===== src/rtl/uart_dbtx_pkg.sv =====
// Package: shared types for the double-buffered transmitter.
// Assumes par_mode input bits map directly onto par_mode_e.
package uart_dbtx_pkg;

    typedef enum logic [1:0] {
        PAR_NONE = 2'b00,
        PAR_ZERO = 2'b01,
        PAR_EVEN = 2'b10,
        PAR_ODD  = 2'b11
    } par_mode_e;

    typedef enum logic [2:0] {
        SH_IDLE   = 3'd0,
        SH_START  = 3'd1,
        SH_DATA   = 3'd2,
        SH_PARITY = 3'd3,
        SH_STOP   = 3'd4,
        SH_GAP    = 3'd5
    } shift_state_e;

endpackage


===== src/rtl/uart_dbtx_hold.sv =====
// Module: one-entry holding register in front of the shifter.
// Accepts a write only while empty and active; empties when the shifter
// takes the byte or when the block is disabled. Assumes take only when full.
module uart_dbtx_hold #(
    parameter int DATA_W = 8
) (
    input  logic              clk,
    input  logic              rst_n,
    input  logic              act,
    input  logic              wr_stb,
    input  logic [DATA_W-1:0] wr_data,
    input  logic              take,
    output logic              full,
    output logic [DATA_W-1:0] data
);

    // Occupancy flag and stored byte.
    always_ff @(posedge clk) begin
        if (!rst_n) begin
            full <= 1'b0;
            data <= '0;
        end else if (!act) begin
            full <= 1'b0;
        end else if (take) begin
            full <= 1'b0;
        end else if (wr_stb && !full) begin
            full <= 1'b1;
            data <= wr_data;
        end
    end

endmodule


===== src/rtl/uart_dbtx_shift.sv =====
// Module: frame shifter. Builds start, data (LSB first), optional parity
// and stop bits, each OVERSAMPLE ticks long; inserts GAP_CLKS clocks
// between back-to-back frames. Assumes GAP_CLKS >= 1, OVERSAMPLE >= 2.
module uart_dbtx_shift
    import uart_dbtx_pkg::*;
#(
    parameter int DATA_W     = 8,
    parameter int OVERSAMPLE = 16,
    parameter int GAP_CLKS   = 2
) (
    input  logic              clk,
    input  logic              rst_n,
    input  logic              act,
    input  logic              tick,
    input  logic              hold_full,
    input  logic [DATA_W-1:0] hold_data,
    input  par_mode_e         par_mode,
    input  logic              two_stop,
    output logic              take,
    output logic              line,
    output logic              busy,
    output logic              done
);

    localparam int TW = $clog2(OVERSAMPLE);
    localparam int BW = (DATA_W > 1) ? $clog2(DATA_W) : 1;
    localparam int GW = $clog2(GAP_CLKS + 1);
    localparam logic [TW-1:0] TICK_LAST = TW'(OVERSAMPLE - 1);
    localparam logic [BW-1:0] BIT_LAST  = BW'(DATA_W - 1);
    localparam logic [GW-1:0] GAP_LAST  = GW'(GAP_CLKS - 1);

    shift_state_e      state;
    logic [TW-1:0]     tick_cnt;
    logic [BW-1:0]     bit_idx;
    logic [GW-1:0]     gap_cnt;
    logic              stop_idx;
    logic [DATA_W-1:0] shreg;
    logic              par_bit;
    logic              bit_end;
    logic              par_calc;

    // Parity bit for the byte about to be loaded.
    always_comb begin
        unique case (par_mode)
            PAR_EVEN: par_calc = ^hold_data;
            PAR_ODD:  par_calc = ~^hold_data;
            default:  par_calc = 1'b0;
        endcase
    end

    // Last tick of the current bit period.
    assign bit_end = tick && (tick_cnt == TICK_LAST);

    // Shifter takes the held byte when idle or when the gap has elapsed.
    assign take = act && hold_full &&
                  ((state == SH_IDLE) || ((state == SH_GAP) && (gap_cnt == GAP_LAST)));

    // Frame sequencer: state, counters, data shift register, completion pulse.
    always_ff @(posedge clk) begin
        if (!rst_n || !act) begin
            state    <= SH_IDLE;
            tick_cnt <= '0;
            bit_idx  <= '0;
            gap_cnt  <= '0;
            stop_idx <= 1'b0;
            shreg    <= '0;
            par_bit  <= 1'b0;
            done     <= 1'b0;
        end else begin
            done <= 1'b0;
            if (tick && (state != SH_IDLE) && (state != SH_GAP)) begin
                tick_cnt <= bit_end ? '0 : tick_cnt + 1'b1;
            end
            unique case (state)
                SH_IDLE: begin
                    if (take) begin
                        state    <= SH_START;
                        shreg    <= hold_data;
                        par_bit  <= par_calc;
                        tick_cnt <= '0;
                    end
                end
                SH_START: begin
                    if (bit_end) begin
                        state   <= SH_DATA;
                        bit_idx <= '0;
                    end
                end
                SH_DATA: begin
                    if (bit_end) begin
                        shreg <= shreg >> 1;
                        if (bit_idx == BIT_LAST) begin
                            state    <= (par_mode == PAR_NONE) ? SH_STOP : SH_PARITY;
                            stop_idx <= 1'b0;
                        end else begin
                            bit_idx <= bit_idx + 1'b1;
                        end
                    end
                end
                SH_PARITY: begin
                    if (bit_end) begin
                        state    <= SH_STOP;
                        stop_idx <= 1'b0;
                    end
                end
                SH_STOP: begin
                    if (bit_end) begin
                        if (two_stop && !stop_idx) begin
                            stop_idx <= 1'b1;
                        end else begin
                            done    <= 1'b1;
                            gap_cnt <= '0;
                            state   <= hold_full ? SH_GAP : SH_IDLE;
                        end
                    end
                end
                SH_GAP: begin
                    if (gap_cnt == GAP_LAST) begin
                        state    <= SH_START;
                        shreg    <= hold_data;
                        par_bit  <= par_calc;
                        tick_cnt <= '0;
                    end else begin
                        gap_cnt <= gap_cnt + 1'b1;
                    end
                end
                default: state <= SH_IDLE;
            endcase
        end
    end

    // Uninverted line level for the current state.
    always_comb begin
        unique case (state)
            SH_START:  line = 1'b0;
            SH_DATA:   line = shreg[0];
            SH_PARITY: line = par_bit;
            default:   line = 1'b1;
        endcase
    end

    assign busy = (state != SH_IDLE);

endmodule


===== src/rtl/uart_dbtx_out.sv =====
// Module: output stage. Registers the line level with optional inversion
// so txd is glitch-free. Resets to the non-inverted idle level.
module uart_dbtx_out (
    input  logic clk,
    input  logic rst_n,
    input  logic line,
    input  logic inv,
    output logic txd
);

    // Registered, optionally inverted serial output.
    always_ff @(posedge clk) begin
        if (!rst_n) begin
            txd <= 1'b1;
        end else begin
            txd <= line ^ inv;
        end
    end

endmodule


===== src/rtl/uart_dbtx.sv =====
// Module: top of the double-buffered transmitter. Gates everything on
// pwr_en AND tx_en, then chains holding register, shifter and output stage.
// Assumes configuration inputs change only while tx_en is low.
module uart_dbtx
    import uart_dbtx_pkg::*;
#(
    parameter int DATA_W     = 8,
    parameter int OVERSAMPLE = 16,
    parameter int GAP_CLKS   = 2
) (
    input  logic              clk,
    input  logic              rst_n,
    input  logic              pwr_en,
    input  logic              tx_en,
    input  logic              wr_stb,
    input  logic [DATA_W-1:0] wr_data,
    input  logic              baud_tick,
    input  logic [1:0]        par_mode,
    input  logic              two_stop,
    input  logic              inv_out,
    output logic              txd,
    output logic              buf_full,
    output logic              shift_busy,
    output logic              done_pulse
);

    logic              act;
    logic              take;
    logic              line;
    logic [DATA_W-1:0] hold_data;

    // Two-level enable: transmit enable counts only under power enable.
    assign act = pwr_en && tx_en;

    uart_dbtx_hold #(.DATA_W(DATA_W)) u_hold (
        .clk     (clk),
        .rst_n   (rst_n),
        .act     (act),
        .wr_stb  (wr_stb),
        .wr_data (wr_data),
        .take    (take),
        .full    (buf_full),
        .data    (hold_data)
    );

    uart_dbtx_shift #(
        .DATA_W     (DATA_W),
        .OVERSAMPLE (OVERSAMPLE),
        .GAP_CLKS   (GAP_CLKS)
    ) u_shift (
        .clk       (clk),
        .rst_n     (rst_n),
        .act       (act),
        .tick      (baud_tick),
        .hold_full (buf_full),
        .hold_data (hold_data),
        .par_mode  (par_mode_e'(par_mode)),
        .two_stop  (two_stop),
        .take      (take),
        .line      (line),
        .busy      (shift_busy),
        .done      (done_pulse)
    );

    uart_dbtx_out u_out (
        .clk   (clk),
        .rst_n (rst_n),
        .line  (line),
        .inv   (inv_out),
        .txd   (txd)
    );

endmodule


===== config.mk =====
export PLATFORM = sky130hd
export DESIGN_NAME = uart_dbtx
export DESIGN_NICKNAME = d
export VERILOG_FILES = /design/src/rtl/uart_dbtx_pkg.sv /design/src/rtl/uart_dbtx_hold.sv /design/src/rtl/uart_dbtx_shift.sv /design/src/rtl/uart_dbtx_out.sv /design/src/rtl/uart_dbtx.sv
export SDC_FILE = /design/constraint.sdc
export NUM_CORES = 1
export LEC_CHECK = 0
export BUFFER_PORTS_ARGS = -buffer_cell sky130_fd_sc_hd__buf_2
export CAP_MARGIN = 30
export CORE_MARGIN = 4
export CORE_UTILIZATION = 30
export CTS_CLUSTER_DIAMETER = 40
export DETAILED_ROUTE_END_ITERATION = 8
export PLACE_DENSITY = 0.44
export SYNTH_ARGS = -nofsm -noshare
export SYNTH_HDL_FRONTEND = slang
export SYNTH_SLANG_ARGS = --single-unit

===== constraint.sdc =====
create_clock -name clk -period 2.3 [get_ports clk]
set_input_delay 0.115 -clock clk [delete_from_list [all_inputs] [get_ports clk]]
set_output_delay 0.115 -clock clk [all_outputs]
set_load 0.01 [all_outputs]

==> flow_summary.ini, run 1 <==
[floorplanning]
io_pins = 22
rows = 27
die_x_um = 83.6
fp.coreArea_um2 = 5540
die_area_um2 = 6990
start_util_pct = 31.0
dieHeight_um = 83.6

[sta]
max_freq_mhz = 515
whs_ns = 0.0542
maxSlewViolCount = 0
tightestPinTransition_ns = 0.563
clock-skew-final_ns = 0.00641
grt_setup_unrepaired = false
fin_crit_ns = 1.94
hold_viol = 0
final.period_utilization_pct = 84.4
slew_headroom_pct = 62.2
finalSetupTns_ns = 0
setup_viol = 0

[critical_path]
critical_path_required_ns = 2.52
start_kind = flip-flop
critPathCaptureType = flip-flop
cp_max_fo = 16
r2r_cells = 5
arrival_ns = 2.16
worstSetupPathType = reg -> reg

[global_route]
gr-total-overflow = 0
antenna_found_initial = 0
track_usage_pct = 11.5
grt_max_degree = 17
grt_pass1_vias = 1394
grt_pass1_wl_um = 6530

[clock_tree]
worstSkewPairLatency_ns = 0.28
cts-hold-fix-buffers = 0
clockBufferDepth = 2
cts-root-buf = clkbuf_8
clk_pin_slew_ns = 0.07
cts_resized = 0
cts_tree = yes
cts_setup_buffers = 0
htreeDepth = 2
cts_buffers = 5
cts.sinks = 33

[route]
num_vias = 1448
wire_per_inst_um = 12.6
drtPass1Iterations = 4
via_per_inst = 4.86
first_iter_violations = 60
drc_errors = 0
ant_nets = 0
wl_um = 3750

[logic_synthesis]
yosys-top-cells-count = nand2_1 (38), dfxtp_1 (33), nor2_1 (25)
syn-cell-area_um2 = 1720
ys_warn_count = 0
synth-seq-cells = 33
ys_types = 46
yosysTopAreaCellShare_pct = 38.5
avgSynthCellArea_um2 = 8.41
ys_seq_area_share_pct = 38.5
async_flop_share_pct = 0
yosys.cell_count.top_type = nand2_1
synth.largest_area_cell = dfxtp_1
synth_nets = 226
ys.flop_type = dfxtp_1
synth-edff-count = 0
synthCells = 204
yosys-top-cells-area = dfxtp_1 (39%), nand2_1 (8.3%), nor2_1 (5.5%)

[power_and_ir_drop]
cellPowerDensity_nw_per_um2 = 551
p_total_mw = 1.08
p_leak_nw = 0.688
vdd_drop_max_uv = 300

[run]
maxCapViolations = 0

[placed_design]
dp.cells = 290
dpl.hpwl_um = 2790
portBuffers = 21
place_congestion = 0.760

[run_status]
status = finished, final reports clean

[final_layout]
final_cells = 298
drive_gt1_share_pct = 17.7
fillers = 610
final_nets = 247
area_growth_pct = 14.2
diodes = 0

[hold_path]
holdCritPathClass = in -> reg
min_path_cells = 3
-- flip-flops by register name (all words and copies together), names as in the netlist --
signal	count
u_hold.data	8
u_shift.par_bit	1
u_out.txd	1
u_shift.bit_idx	3
u_shift.shreg	8
u_shift.stop_idx	1
u_shift.gap_cnt	2
u_hold.full	1
u_shift.tick_cnt	4
u_shift.state	3
u_shift.done	1
-- area by class of cell --
class	instances	area (µm²)	area share, %
multi-input combinational	157	985	50.3
sequential	33	661	33.7
timing repair buffer	24	128	6.52
tap	72	90.1	4.60
clock buffer	8	80.1	4.09
inverter	4	15.0	0.767
-- path summary, 6_finish.rpt --
path                                            end             start  slack (ns)
worst max register to register  u_shift.tick_cnt[0]  u_shift.state[0]        0.36
worst min register to register      u_shift.par_bit   u_shift.par_bit        0.47
worst min-delay path                      u_out.txd           inv_out        0.05
worst max-delay path            u_shift.tick_cnt[0]  u_shift.state[0]        0.36
-- cell families (layout without fill, tap and decap cells) --
logic type,Yosys count,after routing,synth area share [%]
compound gates,44,44,20.1
mux,3,3,1.75
buf+inv,14,36,4.08
flops,33,33,38.5
fa+ha+maj,4,4,2.92
simple gates,97,97,27.2
xor+xnor,9,9,5.40
-- power breakdown --
group | leakage, nW | total (mW) | internal, mW | switching [mW]
clock network | 0.0395 | 0.425 | 0.215 | 0.210
logic | 0.381 | 0.0700 | 0.0342 | 0.0357
registers | 0.267 | 0.584 | 0.578 | 0.00655
total | 0.688 | 1.08 | 0.827 | 0.252
-- critical path, stage by stage, from the launching register on --
cell	delay (ns)
dfxtp_1	0.68
or2_1	0.32
a21oi_2	0.12
nand2b_1	0.20
or3b_2	0.45
a21oi_1	0.12
-- layer usage --
metal / up-vias / share of wire (%) / routed length, µm / GRT usage, %
li1: 758 / - / - / -
met1: 665 / 49 / 1820 / 14.3
met2: 20 / 46 / 1730 / 18.7
met3: 5 / 3.9 / 147 / 4.24
met4: 0 / 1.3 / 48 / 3.07
met5: - / 0 / 0 / 0
-- stage by stage --
| stage | setup WS [ns] | instance area, µm² | utilization [%] |
|---|---|---|---|
| after floorplan | 0.658 | 1720 | - |
| after global placement | 0.364 | 1880 | 33.9 |
| after detailed placement | 0.377 | 1880 | 33.9 |
| after CTS | 0.363 | 1960 | 35.3 |
| after global routing | 0.184 | 1960 | 35.3 |
| final | 0.358 | 1960 | 35.3 |
-- layout by cell type, fill, tap and decap left out, types with 2 or more instances in the layout --
| cell | n |
|---|---|
| nand2b_1 | 9 |
| nand3b_1 | 2 |
| o21ai_0 | 3 |
| nand2_1 | 38 |
| buf_2 | 21 |
| xnor2_1 | 5 |
| ha_1 | 4 |
| clkbuf_1 | 3 |
| a21oi_1 | 11 |
| or2_2 | 2 |
| clkbuf_8 | 5 |
| a311oi_1 | 5 |
| dfxtp_1 | 33 |
| xor2_1 | 3 |
| nor3_1 | 4 |
| nand3_1 | 8 |
| a311oi_2 | 2 |
| a21oi_2 | 2 |
| a21boi_0 | 8 |
| o211ai_1 | 2 |
| inv_1 | 3 |
| nor2_1 | 25 |
| mux2i_1 | 3 |
| buf_4 | 3 |
(Power assumes the default switching activity.)
==> inputs of run 2 (changes only) <==
--- a/config.mk
+++ b/config.mk
@@ -5,13 +5,14 @@
 export SDC_FILE = /design/constraint.sdc
 export NUM_CORES = 1
 export LEC_CHECK = 0
+export ABC_AREA = 1
 export BUFFER_PORTS_ARGS = -buffer_cell sky130_fd_sc_hd__buf_2
 export CAP_MARGIN = 30
 export CORE_MARGIN = 4
 export CORE_UTILIZATION = 30
 export CTS_CLUSTER_DIAMETER = 40
 export DETAILED_ROUTE_END_ITERATION = 8
-export PLACE_DENSITY = 0.44
+export PLACE_DENSITY = 0.45
 export SYNTH_ARGS = -nofsm -noshare
 export SYNTH_HDL_FRONTEND = slang
 export SYNTH_SLANG_ARGS = --single-unit
==> constraint.sdc (replaced) <==
create_clock -name clk -period 1.75 [get_ports clk]
set_input_delay 0.0875 -clock clk [delete_from_list [all_inputs] [get_ports clk]]
set_output_delay 0.0875 -clock clk [all_outputs]
set_load 0.01 [all_outputs]
==> flow_summary.ini, run 2 <==
[run_status]
status = finished, final reports clean

[logic_synthesis]
synth_nets = 286
yosys.cell_count.top_type = nand2_1
yosys-top-cells-count = nand2_1 (50), nor2_1 (34), dfxtp_1 (33)
ys_types = 37
ys_seq_area_share_pct = 35.8
synthCells = 264
syn-cell-area_um2 = 1850
synth-seq-cells = 33
synth.largest_area_cell = dfxtp_1
synth-edff-count = 0
avgSynthCellArea_um2 = 7.00
async_flop_share_pct = 0
ys.flop_type = dfxtp_1
yosysTopAreaCellShare_pct = 35.8
ys_warn_count = 0
yosys-top-cells-area = dfxtp_1 (36%), nand2_1 (10%), nor2_1 (6.9%)

[critical_path]
cp_num_buf_inv = 2
path_cells = inv_1, nand3_2, inv_2, nand2_4, nand3_4, nor2_4, nand3_1, nand2_1, nor2_1
critPathCaptureType = flip-flop
critical_path_required_ns = 1.93
r2r_cells = 9
cp_top_family = simple AND/OR/NAND/NOR gates
start_kind = flip-flop
cp_max_fo = 9
arrival_ns = 1.77
crit_path_end = u_shift.shreg[6]
r2r-end = u_shift.shreg[6]
cp_slowest_cell = dfxtp_1
r2r-start = u_shift.state[1]
max_stage_delay_ns = 0.47
cp-startpoint = u_shift.state[1]
worstSetupPathType = reg -> reg
worst-path-stages = 9
rrSetupSlack_ns = 0.16

[placed_design]
dpl.hpwl_um = 3480
place_congestion = 0.790
portBuffers = 21

[hold_path]
min_path_cells = 3
hp-start = wr_data[6]
holdCritPathClass = in -> reg

[floorplanning]
dieHeight_um = 86.5
die_x_um = 86.5
io_pins = 22
die_area_um2 = 7480
fp.coreArea_um2 = 5960
start_util_pct = 31.0
rows = 28

[clock_tree]
htreeDepth = 2
worstSkewPairLatency_ns = 0.28
cts-hold-fix-buffers = 0
clockBufferDepth = 2
cts-root-buf = clkbuf_8
cts.sinks = 33
cts_buffers = 5
clk_pin_slew_ns = 0.07
cts_tree = yes

[final_layout]
top_regs = u_hold.data (8), u_shift.shreg (8), u_shift.tick_cnt (4)
area_growth_pct = 17.3
final_common_cell = nand2_1
drive_gt1_share_pct = 19.2
final_nets = 313
layout_common_cells = nand2_1 (50), nor2_1 (33), dfxtp_1 (33)
diodes = 0
fin_util_pct = 36.4

[power_and_ir_drop]
power.share.sequential_pct = 46.5
cellPowerDensity_nw_per_um2 = 767
pwr-share-clk_pct = 45.6
switchingPower_mw = 0.384
p_leak_nw = 0.889
p_total_mw = 1.66
vdd_drop_max_uv = 448
power_frac_comb_pct = 7.9
swShare_pct = 23.1
p_int_mw = 1.28

[route]
wl_um = 4480
num_vias = 1704
wire_per_inst_um = 12.2
ant_nets = 0
via_per_inst = 4.64
drtPass1Iterations = 4
drc_errors = 0
first_iter_violations = 44

[run]
maxCapViolations = 0

[global_route]
grt_pass1_wl_um = 7870
grt_max_degree = 19
track_usage_pct = 13.2
antenna_found_initial = 0
grt_pass1_vias = 1681
gr-total-overflow = 0

[sta]
finalSetupTns_ns = 0
maxSlewViolCount = 0
hold_viol = 0
clock-skew-final_ns = 0.00520
grt_setup_unrepaired = false
max_freq_mhz = 630
fin_crit_ns = 1.59
slew_headroom_pct = 72.4
setup_viol = 0
final.period_utilization_pct = 90.8
whs_ns = 0.0587
tightestPinTransition_ns = 0.412
run 2: cell count changes after synthesis, moves of 4 or more:
cell and delta:
inv_1 +28, o21ai_0 +21, nand3_1 +12, clkbuf_1 -4
a311oi_1 -5, a21boi_0 -7, a21oi_1 +6, xnor2_1 -4
nor2_1 +9, nand2_1 +12, nand2b_1 -9
run 2: worst min path at each step:
stage | to | slack (ns)
2_1_floorplan | u_hold.data[5] | 0.25
3_3_place_gp | u_hold.data[6] | 0.34
3_5_place_dp | u_hold.data[5] | 0.35
4_1_cts | u_hold.data[5] | 0.05
5_1_grt | u_hold.data[5] | 0.07
6_report | u_hold.data[6] | 0.06
run 2: kinds of logic (layout without fill, tap and decap cells):
logic type | count (synthesis) | after routing | synth area share, %
compound gates | 55 | 55 | 17.3
xor+xnor | 2 | 2 | 0.949
fa+ha+maj | 4 | 4 | 2.71
buf+inv | 38 | 66 | 8.47
flops | 33 | 33 | 35.8
simple gates | 132 | 132 | 34.8
run 2: power groups by stage:
stage | clock (mW) | sequential (mW) | combinational [mW]
floorplan | 0 | 0.790 | 0.0871
global placement | 0 | 0.791 | 0.134
detailed placement | 0 | 0.791 | 0.133
CTS | 0.785 | 0.773 | 0.134
global route | 0.815 | 0.775 | 0.156
finish | 0.758 | 0.773 | 0.131
run 2: area by class of cell:
cell class,instances,area [µm²]
sequential,33,661
multi-input combinational,193,1040
tap,75,93.8
clock buffer,7,86.3
clock inverter,1,30.0
timing repair buffer,25,135
fill,678,3790
inverter,33,124
run 2: timing repair:
action	CTS	global route
endpoints found under the setup margin	0	2
gates resized for setup	0	2
endpoints found under the hold margin	0	0
buffers inserted	0	0
run 2: worst min-delay path: cells and delay by family:
kind                   cells  cell delay, ns
and+or+nand+nor            1            0.08
buffers and inverters      1            0.07
AOI/OAI and AO/OA          1            0.07
run 2: per-stage QoR:
| step | std cells | cell area, µm² | worst slack [ns] |
|---|---|---|---|
| after floorplan | 264 | 1850 | 0.298 |
| after global placement | 359 | 2040 | 0.157 |
| after detailed placement | 359 | 2040 | 0.186 |
| after CTS | 367 | 2160 | 0.159 |
| after global routing | 367 | 2170 | 0.0344 |
| final | 367 | 2170 | 0.162 |
run 2: routing by layer:
metal | vias up | share of wire (%) | global-route usage, %
met2 | 25 | 45 | 21.5
li1 | 922 | - | -
met4 | 0 | 1.2 | 3.26
met5 | - | 0 | 0
met1 | 751 | 50 | 17.5
met3 | 6 | 4.0 | 3.14
